[src/rtl/fcl_pkg.sv]
package fcl_pkg;

  // index width that stays at least one bit wide
  function automatic int idx_w(input int n);
    return (n > 1) ? $clog2(n) : 1;
  endfunction

endpackage

[src/rtl/fcl_rst_sync.sv]
module fcl_rst_sync (
  input  logic clk,
  input  logic rst_n,
  output logic rst_sync_n
);

  logic [1:0] sync_q;

  always_ff @(posedge clk or negedge rst_n) begin
    if (!rst_n) sync_q <= 2'b00;
    else        sync_q <= {sync_q[0], 1'b1};
  end

  assign rst_sync_n = sync_q[1];

endmodule

[src/rtl/fcl_seq.sv]
module fcl_seq #(
  parameter int N_IN  = 4,
  parameter int N_OUT = 3
) (
  input  logic                                      clk,
  input  logic                                      rst_n,
  input  logic                                      start,
  output logic                                      busy,
  output logic                                      iss_vld,
  output logic                                      iss_first,
  output logic                                      iss_last,
  output logic [fcl_pkg::idx_w(N_OUT)-1:0]          iss_nrn,
  output logic [fcl_pkg::idx_w(N_IN*N_OUT)-1:0]     w_addr,
  output logic [fcl_pkg::idx_w(N_IN)-1:0]           x_addr
);

  localparam int N_W  = N_IN * N_OUT;
  localparam int IW   = fcl_pkg::idx_w(N_IN);
  localparam int NW   = fcl_pkg::idx_w(N_OUT);
  localparam int WA_W = fcl_pkg::idx_w(N_W);

  logic            issuing_q, issuing_d;
  logic [IW-1:0]   in_q, in_d;
  logic [NW-1:0]   nrn_q, nrn_d;
  logic [WA_W-1:0] wptr_q, wptr_d;
  logic            last_in, last_all, accept, en;

  always_comb begin
    last_in   = (in_q == IW'(N_IN - 1));
    last_all  = issuing_q && last_in && (nrn_q == NW'(N_OUT - 1));
    accept    = start && (!issuing_q || last_all);
    en        = accept || issuing_q;
    issuing_d = issuing_q;
    in_d      = in_q;
    nrn_d     = nrn_q;
    wptr_d    = wptr_q;
    if (accept) begin
      issuing_d = 1'b1;
      in_d      = '0;
      nrn_d     = '0;
      wptr_d    = '0;
    end else if (issuing_q) begin
      if (last_all) begin
        issuing_d = 1'b0;
      end else begin
        wptr_d = wptr_q + WA_W'(1);
        if (last_in) begin
          in_d  = '0;
          nrn_d = nrn_q + NW'(1);
        end else begin
          in_d  = in_q + IW'(1);
        end
      end
    end
  end

  always_ff @(posedge clk or negedge rst_n) begin
    if (!rst_n) begin
      issuing_q <= 1'b0;
      in_q      <= '0;
      nrn_q     <= '0;
      wptr_q    <= '0;
    end else if (en) begin
      issuing_q <= issuing_d;
      in_q      <= in_d;
      nrn_q     <= nrn_d;
      wptr_q    <= wptr_d;
    end
  end

  assign busy      = issuing_q && !last_all;
  assign iss_vld   = issuing_q;
  assign iss_first = (in_q == '0);
  assign iss_last  = last_in;
  assign iss_nrn   = nrn_q;
  assign w_addr    = wptr_q;
  assign x_addr    = in_q;


  issue_gapless_chk: assert property (@(posedge clk) disable iff (!rst_n)
    (issuing_q && !last_all) |=> issuing_q);


  addr_range_chk: assert property (@(posedge clk) disable iff (!rst_n)
    issuing_q |-> (int'(wptr_q) < N_W));


  busy_hold_chk: assert property (@(posedge clk) disable iff (!rst_n)
    busy |=> (issuing_q && (wptr_q == $past(wptr_q) + WA_W'(1))));


  pass_origin_chk: assert property (@(posedge clk) disable iff (!rst_n)
    $rose(issuing_q) |-> (wptr_q == '0 && in_q == '0 && nrn_q == '0));

endmodule

[src/rtl/fcl_mac.sv]
module fcl_mac #(
  parameter int DW    = 16,
  parameter int ACC_W = 40,
  parameter int FRAC  = 8,
  parameter int NW    = 2
) (
  input  logic                    clk,
  input  logic                    rst_n,
  input  logic                    iss_vld,
  input  logic                    iss_first,
  input  logic                    iss_last,
  input  logic [NW-1:0]           iss_nrn,
  input  logic signed [DW-1:0]    w_data,
  input  logic signed [DW-1:0]    x_data,
  input  logic signed [DW-1:0]    b_data,
  output logic                    acc_vld,
  output logic signed [ACC_W-1:0] acc,
  output logic [NW-1:0]           acc_nrn
);

  localparam int PW = 2 * DW;

  // stage 1: tags aligned with memory read data
  logic          s1_vld, s1_first, s1_last;
  logic [NW-1:0] s1_nrn;
  // stage 2: product and scaled bias
  logic                    s2_vld, s2_first, s2_last;
  logic [NW-1:0]           s2_nrn;
  logic signed [PW-1:0]    prod_q, prod_d;
  logic signed [ACC_W-1:0] bias_q, bias_d;
  // stage 3: accumulator
  logic signed [ACC_W-1:0] acc_q, acc_d;
  logic                    vld_q;
  logic [NW-1:0]           nrn_q;

  always_comb begin
    prod_d = w_data * x_data;
    bias_d = ACC_W'(b_data) <<< FRAC;
    acc_d  = (s2_first ? bias_q : acc_q) + ACC_W'(prod_q);
  end

  always_ff @(posedge clk or negedge rst_n) begin
    if (!rst_n) begin
      s1_vld <= 1'b0; s1_first <= 1'b0; s1_last <= 1'b0; s1_nrn <= '0;
      s2_vld <= 1'b0; s2_first <= 1'b0; s2_last <= 1'b0; s2_nrn <= '0;
      vld_q  <= 1'b0; nrn_q <= '0;
    end else begin
      s1_vld   <= iss_vld;
      s1_first <= iss_first;
      s1_last  <= iss_last;
      s1_nrn   <= iss_nrn;
      s2_vld   <= s1_vld;
      s2_first <= s1_first;
      s2_last  <= s1_last;
      s2_nrn   <= s1_nrn;
      vld_q    <= s2_vld && s2_last;
      if (s2_vld) nrn_q <= s2_nrn;
    end
  end

  // datapath registers carry no reset; enables keep them quiet when idle
  always_ff @(posedge clk) begin
    if (s1_vld) begin
      prod_q <= prod_d;
      bias_q <= bias_d;
    end
    if (s2_vld) acc_q <= acc_d;
  end

  assign acc_vld = vld_q;
  assign acc     = acc_q;
  assign acc_nrn = nrn_q;


  first_seeds_chk: assert property (@(posedge clk) disable iff (!rst_n)
    (s2_vld && s2_first && s2_last) |=> (acc_q == $past(bias_q) + ACC_W'($past(prod_q))));


  done_from_last_chk: assert property (@(posedge clk) disable iff (!rst_n)
    vld_q |-> $past(s2_vld && s2_last));

endmodule

[src/rtl/fcl_act.sv]
module fcl_act #(
  parameter int DW    = 16,
  parameter int ACC_W = 40,
  parameter int FRAC  = 8,
  parameter int N_OUT = 3,
  parameter int NW    = 2
) (
  input  logic                    clk,
  input  logic                    rst_n,
  input  logic                    acc_vld,
  input  logic signed [ACC_W-1:0] acc,
  input  logic [NW-1:0]           acc_nrn,
  output logic                    y_valid,
  output logic [NW-1:0]           y_idx,
  output logic signed [DW-1:0]    y_data,
  output logic                    done
);

  localparam logic signed [ACC_W-1:0] Y_MAX = ACC_W'((longint'(1) <<< (DW - 1)) - 1);

  logic signed [ACC_W-1:0] shifted;
  logic signed [DW-1:0]    y_d;
  logic                    vld_q, done_q, done_d;
  logic [NW-1:0]           idx_q;
  logic signed [DW-1:0]    data_q;

  always_comb begin
    shifted = acc >>> FRAC;
    if (acc[ACC_W-1])        y_d = '0;
    else if (shifted > Y_MAX) y_d = Y_MAX[DW-1:0];
    else                      y_d = shifted[DW-1:0];
    done_d = vld_q && (idx_q == NW'(N_OUT - 1));
  end

  always_ff @(posedge clk or negedge rst_n) begin
    if (!rst_n) begin
      vld_q  <= 1'b0;
      done_q <= 1'b0;
      idx_q  <= '0;
    end else begin
      vld_q  <= acc_vld;
      done_q <= done_d;
      if (acc_vld) idx_q <= acc_nrn;
    end
  end

  always_ff @(posedge clk) begin
    if (acc_vld) data_q <= y_d;
  end

  assign y_valid = vld_q;
  assign y_idx   = idx_q;
  assign y_data  = data_q;
  assign done    = done_q;


  relu_zero_chk: assert property (@(posedge clk) disable iff (!rst_n)
    (acc_vld && acc[ACC_W-1]) |=> (y_valid && y_data == '0));


  sat_top_chk: assert property (@(posedge clk) disable iff (!rst_n)
    (acc_vld && !acc[ACC_W-1] && ((acc >>> FRAC) > Y_MAX)) |=> (y_data == Y_MAX[DW-1:0]));

endmodule

[src/rtl/fcl_engine.sv]
module fcl_engine #(
  parameter int N_IN  = 4,
  parameter int N_OUT = 3,
  parameter int DW    = 16,
  parameter int ACC_W = 40,
  parameter int FRAC  = 8
) (
  input  logic                                  clk,
  input  logic                                  rst_n,
  input  logic                                  start,
  output logic                                  busy,
  output logic                                  done,
  output logic [fcl_pkg::idx_w(N_IN*N_OUT)-1:0] w_addr,
  input  logic signed [DW-1:0]                  w_data,
  output logic [fcl_pkg::idx_w(N_OUT)-1:0]      b_addr,
  input  logic signed [DW-1:0]                  b_data,
  output logic [fcl_pkg::idx_w(N_IN)-1:0]       x_addr,
  input  logic signed [DW-1:0]                  x_data,
  output logic                                  y_valid,
  output logic [fcl_pkg::idx_w(N_OUT)-1:0]      y_idx,
  output logic signed [DW-1:0]                  y_data
);

  localparam int NW = fcl_pkg::idx_w(N_OUT);

  logic                    rst_sync_n;
  logic                    iss_vld, iss_first, iss_last;
  logic [NW-1:0]           iss_nrn;
  logic                    acc_vld;
  logic signed [ACC_W-1:0] acc;
  logic [NW-1:0]           acc_nrn;

  fcl_rst_sync u_rst (
    .clk        (clk),
    .rst_n      (rst_n),
    .rst_sync_n (rst_sync_n)
  );

  fcl_seq #(.N_IN(N_IN), .N_OUT(N_OUT)) u_seq (
    .clk       (clk),
    .rst_n     (rst_sync_n),
    .start     (start),
    .busy      (busy),
    .iss_vld   (iss_vld),
    .iss_first (iss_first),
    .iss_last  (iss_last),
    .iss_nrn   (iss_nrn),
    .w_addr    (w_addr),
    .x_addr    (x_addr)
  );

  assign b_addr = iss_nrn;

  fcl_mac #(.DW(DW), .ACC_W(ACC_W), .FRAC(FRAC), .NW(NW)) u_mac (
    .clk       (clk),
    .rst_n     (rst_sync_n),
    .iss_vld   (iss_vld),
    .iss_first (iss_first),
    .iss_last  (iss_last),
    .iss_nrn   (iss_nrn),
    .w_data    (w_data),
    .x_data    (x_data),
    .b_data    (b_data),
    .acc_vld   (acc_vld),
    .acc       (acc),
    .acc_nrn   (acc_nrn)
  );

  fcl_act #(.DW(DW), .ACC_W(ACC_W), .FRAC(FRAC), .N_OUT(N_OUT), .NW(NW)) u_act (
    .clk     (clk),
    .rst_n   (rst_sync_n),
    .acc_vld (acc_vld),
    .acc     (acc),
    .acc_nrn (acc_nrn),
    .y_valid (y_valid),
    .y_idx   (y_idx),
    .y_data  (y_data),
    .done    (done)
  );


  done_after_last_chk: assert property (@(posedge clk) disable iff (!rst_sync_n)
    (y_valid && y_idx == NW'(N_OUT - 1)) |=> done);


  idx_ascend_chk: assert property (@(posedge clk) disable iff (!rst_sync_n)
    (y_valid && $past(y_valid) && y_idx != '0) |-> (y_idx == $past(y_idx) + NW'(1)));


  quiet_reset_chk: assert property (@(posedge clk)
    !rst_sync_n |-> (!busy && !done && !y_valid));

endmodule

[config.mk]
export PLATFORM = sky130hd
export DESIGN_NAME = fcl_engine
export DESIGN_NICKNAME = d
export VERILOG_FILES = /design/src/rtl/fcl_pkg.sv /design/src/rtl/fcl_rst_sync.sv /design/src/rtl/fcl_seq.sv /design/src/rtl/fcl_mac.sv /design/src/rtl/fcl_act.sv /design/src/rtl/fcl_engine.sv
export SDC_FILE = /design/constraint.sdc
export NUM_CORES = 1
export LEC_CHECK = 0
export CAP_MARGIN = 20
export CORE_MARGIN = 3
export CORE_UTILIZATION = 60
export DETAILED_ROUTE_END_ITERATION = 8
export PLACE_DENSITY = 0.88
export SYNTH_ARGS = -nofsm -noshare
export SYNTH_HDL_FRONTEND = slang
export SYNTH_SLANG_ARGS = --single-unit
[constraint.sdc]
create_clock -name clk -period 1.2 [get_ports clk]
set_input_delay 0.12 -clock clk [delete_from_list [all_inputs] [get_ports clk]]
set_output_delay 0.12 -clock clk [all_outputs]
set_load 0.02 [all_outputs]
==> summary.md, run 1 <==
| Metric | Value |
|---|---|
| Syn_area_per_cell | 9.96 um^2 |
| Post-synthesis cell type count | 61 |
| Die Y | 172 um |
| Synthesized flop and latch total | 132 |
| Syn Nets | 2101 |
| Placed Area | approximately 0.021 mm^2 |
| Status | did not finish |
| EDFF count, synth | 104 |
| Gp weighted congestion | 0.924 |
| Synth warn | 0 |
| Largest net degree at the start of global routing | 33 |
| Htree depth | 4 |
| Ys flop type | edfxtp_1 |
| CTS Root Cell | clkbuf_16 |
| Io pins | 80 |
| Rows | 60 |
| Total GRT Usage | 72.4% |
| Clock buffer count from CTS | 17 |
| WEP type | register data pin |
| Sequential fraction of the synthesis area | 23.1% |
| Worst_ep grt | u_mac.prod_q[31]$_DFFE_PP_/D |
| CTS Buffer Depth | 2 |
| Starting Density | 61.3% |
| Grt ovf | 72 |
| Port Buffers | 79 |
| Error message | [ERROR GRT-0232] Routing congestion too high. Check the congestion heatmap in the GUI. |
| Stop stage | global routing (5_1_grt) |
| Die Wd | 172 um |
| Asr flop ratio synth | 21.2% |
| Clock sink count | 132 |
| Detailed placement HPWL | 35.7 mm |
| Cell Area, Synth | 0.0166 mm^2 |
| Post-synthesis cell count | 1662 |
## cell usage after synthesis, types with 12 or more instances
master	instances	area, um^2
a21o_1	36	270
nand2_1	164	616
and2_1	131	820
ha_1	125	1560
xnor2_1	50	438
nand3_1	12	60.1
edfxtp_1	104	3120
dfrtp_1	28	701
inv_1	333	1250
mux2_2	19	214
clkbuf_1	47	176
o21ai_0	56	280
nor2_1	74	278
a21oi_1	54	270
xor2_1	20	175
nor2b_1	12	75.1
fa_1	263	5270
nor3_1	12	60.1
## repair_timing
action,CTS
pin swaps,181
setup buffers,96
resized for setup,437
gates cloned,11
hold buffers,1
hold endpoints to repair,2
endpoints found under the setup margin,123
## stage by stage
step	setup slack [ns]	cells
CTS	-4.40	2506
detailed placement	-5.26	2371
global placement	-5.06	2371
floorplan	-4.41	1662
## cell families after synthesis
logic type,after synthesis,share of synthesized area (%)
AO/OA/AOI/OAI,222,8.73
XOR/XNOR,70,3.70
adder cells (fa/ha/maj),388,41.2
buffers and inverters,382,8.66
flip-flops,132,23.1
multiplexers,22,1.47
other,2,0.0454
AND/OR/NAND/NOR,444,13.0
## metal layers
metal | global-route usage (%) | overflow
met2 | 90.2 | 42
met4 | 77.0 | 29
met1 | 69.6 | 0
met5 | 28.9 | 0
met3 | 56.0 | 1
==> run 2: changes to the inputs <==
CORE_UTILIZATION = 40   (was 60)
PLACE_DENSITY = default   (was 0.88)
PLACE_DENSITY_LB_ADDON = 0.15   (was default)
==> summary.md, run 2 <==
| Metric | Value |
|---|---|
| Status | finished, violations left |
| Failing checks | negative setup slack |
| 1st-iter DRT viols | 599 |
| Rows | 73 (+22%) |
| Io pins | 80 (unchanged) |
| Die Wd | 209 um (+22%) |
| Most common cell after layout, fill and taps aside | buf_4 |
| Fin crit share | 460% |
| Antenna violations before repair | 0 |
| Final clock skew | 0.00843 ns |
| Rel. slew slack | approximately three fifths |
| Clock buffer count from CTS | 17 (unchanged) |
| Max-cap check violation count | 0 |
| Ranking of synthesized cells by area | fa_1, edfxtp_1, ha_1 |
| Worst Setup Slack, final | -4.32 ns |
| Port Buffers | 79 (unchanged) |
| Synth warn | 0 (unchanged) |
| Worst-margin pin slew | a little under 0.6 ns |
| Crit. End Element | register |
| Slew Limit Fails | 0 |
| Worst-skew pair later-pin latency | 0.42 ns |
| Placed Area | 0.0215 mm^2 (+2.3%) |
| R2R cell count | 13 |
| Setup CP Type | in2reg |
| CP required | 1.37 ns |
| Via count of the first global-routing pass | 14300 |
| CTS tree | done |
| Max FO, Critical Path | 5 |
| CP max stage cell | fa_2 |
| Antenna diode instance count | 0 |
| Routed len/inst | approximately 16 um |
| Max FFs per register | 40 |
| Largest area contributor in the synthesized netlist | fa_1 |
| Worst R2R End | u_mac.acc[39] |
| Syn Nets | 2101 (unchanged) |
| Synth cell count leaders | inv_1, fa_1, nand2_1 |
| Hold Crit Class | reg2async |
| Crit path DAT | 5.68 ns |
| Area of the multi-input gates | 0.0132 mm^2 |
| Clock sink count | 132 (unchanged) |
| DR vias | ~13000 |
| Overall routed net length | 43.4 mm |
| CTS Buffer Depth | 2 (unchanged) |
| Synthesized flop and latch total | 132 (unchanged) |
| CP startpoint kind | input pin |
| Register Area | 0.00384 mm^2 |
| FF-to-FF setup slack | -2.22 ns |
| Drt pass-1 iters | 5 |
| DRC viols | 0 |
| Final ANT Viol Nets | 0 |
| Htree depth | 4 (unchanged) |
| Sequential fraction of the synthesis area | 23.1% (unchanged) |
| Synth top area share | 31.8% (unchanged) |
| Fin util | ~61% |
| Die Y | 209 um (+22%) |
| Post-synthesis cell count | 1662 (unchanged) |
| Largest net degree at the start of global routing | 27 |
| CP top delay family | adder cells |
| Clock slew at reported path FFs | 0.06 ns |
| Commonest non-fill, non-tap cells in the layout | buf_4, inv_1, fa_1 |
| Ys flop type | edfxtp_1 |
| Grt ovf | 0 |
| EDFF count, synth | 104 (unchanged) |
| Design area | 0.0246 mm^2 |
| Final Hold Viols | 0 |
| RSZ-0062 raised after global routing | yes |
| Starting Density | 41.1% (-20 points) |
| CTS Root Cell | clkbuf_16 |
| Detailed placement HPWL | 33.5 mm (-6.2%) |
| Vias per cell | roughly 4.8 |
| Total GRT Usage | about 20% |
| Core area | 0.0403 mm^2 |
| Fillers | 3302 |
| Nets | 2621 |
| Die area | 0.0439 mm^2 |
| P&R area growth vs syn | 48.8% |
| Asr flop ratio synth | 21.2% (unchanged) |
| Most Frequent Cell on Critical Path | fa_2 |
| CP Cell Sequence | buf_12, buf_6, buf_16, and2_4, fa_2, inv_2, fa_2, fa_2, inv_2, ha_4, fa_1, inv_1, fa_1, inv_1, ha_4, a21oi_1, o211ai_1, a221o_1, a21oi_4, o211ai_2, o41a_1, a21o_1, a21oi_2, xnor2_1 |
| Final setup viols | between 90 and 100 |
| Post-layout min period | 5.52 ns |
| Gp weighted congestion | 0.839 (-9.2%) |
| Most common cell in the netlist | inv_1 |
| Layout cells sized above 1 | 40.9% |
| Cell Area, Synth | 0.0166 mm^2 (unchanged) |
| WP buf/inv | 7 |
| Post-synthesis cell type count | 61 (unchanged) |
| Max Clock Freq | 181 MHz |
| Slowest stage delay, CP | between 0.5 and 0.6 ns |
| Syn_area_per_cell | 9.96 um^2 (unchanged) |
| Crit. path cell count | 24 |
| Reg-to-reg critical path startpoint | u_mac.s2_first |
| First-pass GRT wire length | 71.3 mm |
## run 2: how the worst max path moves through the flow
stage          startpoint               end  slack (ns)
2_1_floorplan   w_data[6]  u_mac.prod_q[31]       -4.41
3_3_place_gp    w_data[6]  u_mac.prod_q[31]       -5.15
3_5_place_dp    w_data[3]  u_mac.prod_q[31]       -5.24
4_1_cts         x_data[4]  u_mac.prod_q[31]       -4.36
5_1_grt        w_data[12]  u_mac.prod_q[30]       -4.45
6_report        x_data[5]  u_mac.prod_q[31]       -4.32
## run 2: layout make-up
| cell class | count | area share (%) |
|---|---|---|
| sequential | 132 | 15.6 |
| multi-input combinational | 1148 | 53.7 |
| timing repair buffer | 549 | 20.5 |
| tap | 525 | 2.67 |
| inverter | 334 | 5.20 |
| clock inverter | 14 | 0.523 |
| clock buffer | 18 | 1.83 |
## run 2: per-stage QoR
stage	TNS [ns]	hold slack [ns]	instances	setup slack (ns)
after floorplan	-148.41	-0.176	1662	-4.41
after global placement	-193.20	0.246	2585	-5.15
after detailed placement	-195.98	0.236	2585	-5.24
after CTS	-173.81	0.236	2697	-4.36
after global routing	-174.76	0.247	2720	-4.45
final	-165.38	0.224	2720	-4.32
## run 2: worst register-to-register path: stages (launching register included)
cell and delay (ns):
dfrtp_2 0.44, buf_12 0.15, buf_16 0.14, mux2_4 0.33, ha_4 0.26, and3_4 0.19, and3_4 0.18, o2bb2ai_2 0.11
or3b_4 0.40, and2_4 0.17, a21o_4 0.22, a22oi_2 0.25, mux2i_1 0.11, a211o_1 0.23
## run 2: repair_timing
| action | in CTS | in global routing |
|---|---|---|
| endpoints found under the hold margin | 2 | 0 |
| pin swaps | 167 | 131 |
| hold buffers | 1 | 0 |
| endpoints found under the setup margin | 122 | 121 |
| cloned | 8 | 2 |
| buffers inserted | 73 | 40 |
| resized for setup | 390 | 220 |
## run 2: per-layer routing
| layer | routed length (um) | vias to the layer above | global-route usage [%] | share of wire (%) |
|---|---|---|---|---|
| met5 | 0 | - | 0 | 0 |
| met4 | 759 | 0 | 4.97 | 1.7 |
| met3 | 1370 | 47 | 1.97 | 3.1 |
| met2 | 21300 | 253 | 34.5 | 49 |
| met1 | 20000 | 6408 | 26.8 | 46 |
| li1 | - | 6303 | - | - |
## run 2: logic make-up (layout without fill, tap and decap cells)
family / count (synthesis) / count (layout) / synth area share (%)
fa+ha+maj: 388 / 388 / 41.2
flops: 132 / 132 / 23.1
buf+inv: 382 / 915 / 8.66
compound gates: 222 / 222 / 8.73
other cells: 2 / 2 / 0.0454
xor+xnor: 70 / 70 / 3.70
mux: 22 / 22 / 1.47
simple gates: 444 / 444 / 13.0
Power of run 2 is not shown: default switching activity piles up to over one toggle a cycle in this logic, so the estimate is an artifact.
==> run 3: changes to the inputs <==
CORE_ASPECT_RATIO = 0.75   (was default)
CORE_MARGIN = 2   (was 3)
==> summary.md, run 3 (synthesis gave the netlist of run 2 again) <==
| Metric | Value |
|---|---|
| Clock sink count | 132 (unchanged) |
| Largest net degree at the start of global routing | 33 (+22%) |
| Final clock skew | 0.00877 ns (+0.000345 ns) |
| Slew Limit Fails | 0 (unchanged) |
| Total GRT Usage | 21.2% (+1.3 points) |
| Io pins | 80 (unchanged) |
| Hold Crit Class | in2reg |
| Setup CP Type | in2reg |
| Max Clock Freq | 182 MHz (+0.25%) |
| Post-layout min period | 5.50 ns (-0.0140 ns) |
| Antenna diode instance count | 0 (unchanged) |
| Slowest stage delay, CP | 0.56 ns (+0.03 ns) |
| CTS Root Cell | clkbuf_16 |
| CP required | 1.38 ns (about the same) |
| Max FFs per register | 40 (unchanged) |
| Die Y | 180 um (-14%) |
| DRC viols | 0 (unchanged) |
| Rows | 64 (-12%) |
| Routed len/inst | 15.8 um (-1.0%) |
| Clock slew at reported path FFs | 0.06 ns (about the same) |
| CP Cell Sequence | buf_6, and2_1, fa_1, inv_2, fa_2, fa_2, fa_1, inv_2, fa_1, inv_2, fa_1, inv_2, ha_4, buf_4, o2111a_1, a221o_1, a21oi_4, o211ai_2, o41a_1, a21o_1, a21oi_2, xnor2_1 |
| P&R area growth vs syn | 51.5% |
| Core area | 0.0408 mm^2 (+1.4%) |
| Worst-skew pair later-pin latency | 0.44 ns (+0.02 ns) |
| Grt ovf | 0 (unchanged) |
| Status | finished, violations left |
| Htree depth | 4 (unchanged) |
| Hold slack | 0.169 ns (-0.0551 ns) |
| Worst Setup Slack, final | -4.30 ns (+0.0140 ns) |
| R2R cell count | 14 (+1) |
| Failing checks | negative setup slack |
| Clock buffer count from CTS | 17 (unchanged) |
| Nets | 2653 (+1.2%) |
| Hold Path Stages | 3 |
| Die Wd | 239 um (+14%) |
| Antenna violations before repair | 0 (unchanged) |
| Detailed placement HPWL | 32.5 mm (-2.9%) |
| WP buf/inv | 6 (-1) |
| DR vias | 13300 (+2.6%) |
| Placed cells | 2584 (-0.039%) |
| Crit path DAT | 5.68 ns (about the same) |
| Vias per cell | 4.84 (+1.3%) |
| Final setup viols | 95 (-2.1%) |
| RSZ-0062 raised after global routing | yes |
| CP max stage cell | fa_1 |
| Crit. path cell count | 22 (-8.3%) |
| First-pass GRT wire length | 72.3 mm (+1.4%) |
| Most common cell after layout, fill and taps aside | buf_4 |
| Post-Layout Cell Count | 2755 (+1.3%) |
| Max FO, Critical Path | 4 (-1) |
| Drt pass-1 iters | 4 (-1) |
| Layout cells sized above 1 | 44.6% (+3.7 points) |
| Crit. End Element | register |
| CTS Buffer Depth | 2 (unchanged) |
| Commonest non-fill, non-tap cells in the layout | buf_4, inv_1, fa_1 |
| Gp weighted congestion | 0.828 (-1.3%) |
| Port Buffers | 79 (unchanged) |
| Max-cap check violation count | 0 (unchanged) |
| CP top delay family | adder cells |
| Via count of the first global-routing pass | 14700 (+3.2%) |
| Final Hold Viols | 0 (unchanged) |
| CTS tree | done |
| Fin crit share | 459% (-1.2 points) |
| Final ANT Viol Nets | 0 (unchanged) |
| 1st-iter DRT viols | 612 (+2.2%) |
| Die area | 0.0431 mm^2 (-1.9%) |
| Starting Density | 40.5% (-0.56 points) |
| Overall routed net length | 43.5 mm (+0.24%) |
| CP startpoint kind | input pin |
-- run 3: per-layer routing --
layer / part of all wire (%) / vias up / GRT usage, %
met5: 0 / - / 0
met4: 1.3 / 0 / 3.75
met3: 3.0 / 42 / 3.06
met2: 50 / 154 / 36.2
met1: 46 / 6780 / 28.9
li1: - / 6369 / -
-- run 3: worst paths after layout --
path / slack (ns) / from / endpoint
max reg2reg: -2.31 / u_mac.s2_first / u_mac.acc[39]
max: -4.30 / x_data[4] / u_mac.prod_q[31]
min in group asynchronous: 0.23 / u_rst.sync_q[1] / u_seq.w_addr[1]
min reg2reg: 0.23 / u_rst.sync_q[1] / u_seq.w_addr[1]
max in group asynchronous: 0.69 / rst_n / u_rst.sync_q[0]
min: 0.17 / w_data[0] / u_mac.prod_q[0]
-- run 3: through the flow --
stage | cell area [um^2] | util (%) | worst slack, ns | TNS (ns)
global route | 25100 | 61.4 | -4.47 | -180.13
floorplan | 17500 | - | -4.41 | -148.41
CTS | 24300 | 59.4 | -4.28 | -169.01
detailed placement | 21500 | 52.5 | -5.27 | -198.05
global placement | 21500 | 52.5 | -5.23 | -195.88
finish | 25100 | 61.4 | -4.30 | -171.58
-- run 3: tightest hold or removal path, delay by kind of cell --
family,cells,cell delay [ns]
simple gates,1,0.12
buf+inv,2,0.26
-- run 3: cell type report --
| type | instances | area (um^2) |
|---|---|---|
| clock buffer | 20 | 500 |
| clock inverter | 12 | 98.8 |
| fill | 3341 | 15800 |
| inverter | 334 | 1270 |
| multi-input combinational | 1148 | 13400 |
| sequential | 132 | 3840 |
| tap | 528 | 661 |
| timing repair buffer | 581 | 5360 |
-- run 3: repair_timing --
| item | in CTS | in global routing |
|---|---|---|
| pin swaps | 204 | 168 |
| endpoints found under the hold margin | 2 | 0 |
| hold buffers | 1 | 0 |
| resized for setup | 549 | 212 |
| endpoints found under the setup margin | 123 | 103 |
| cloned | 9 | 0 |
| buffers inserted | 113 | 52 |
Power of run 3 is left out for the same reason.
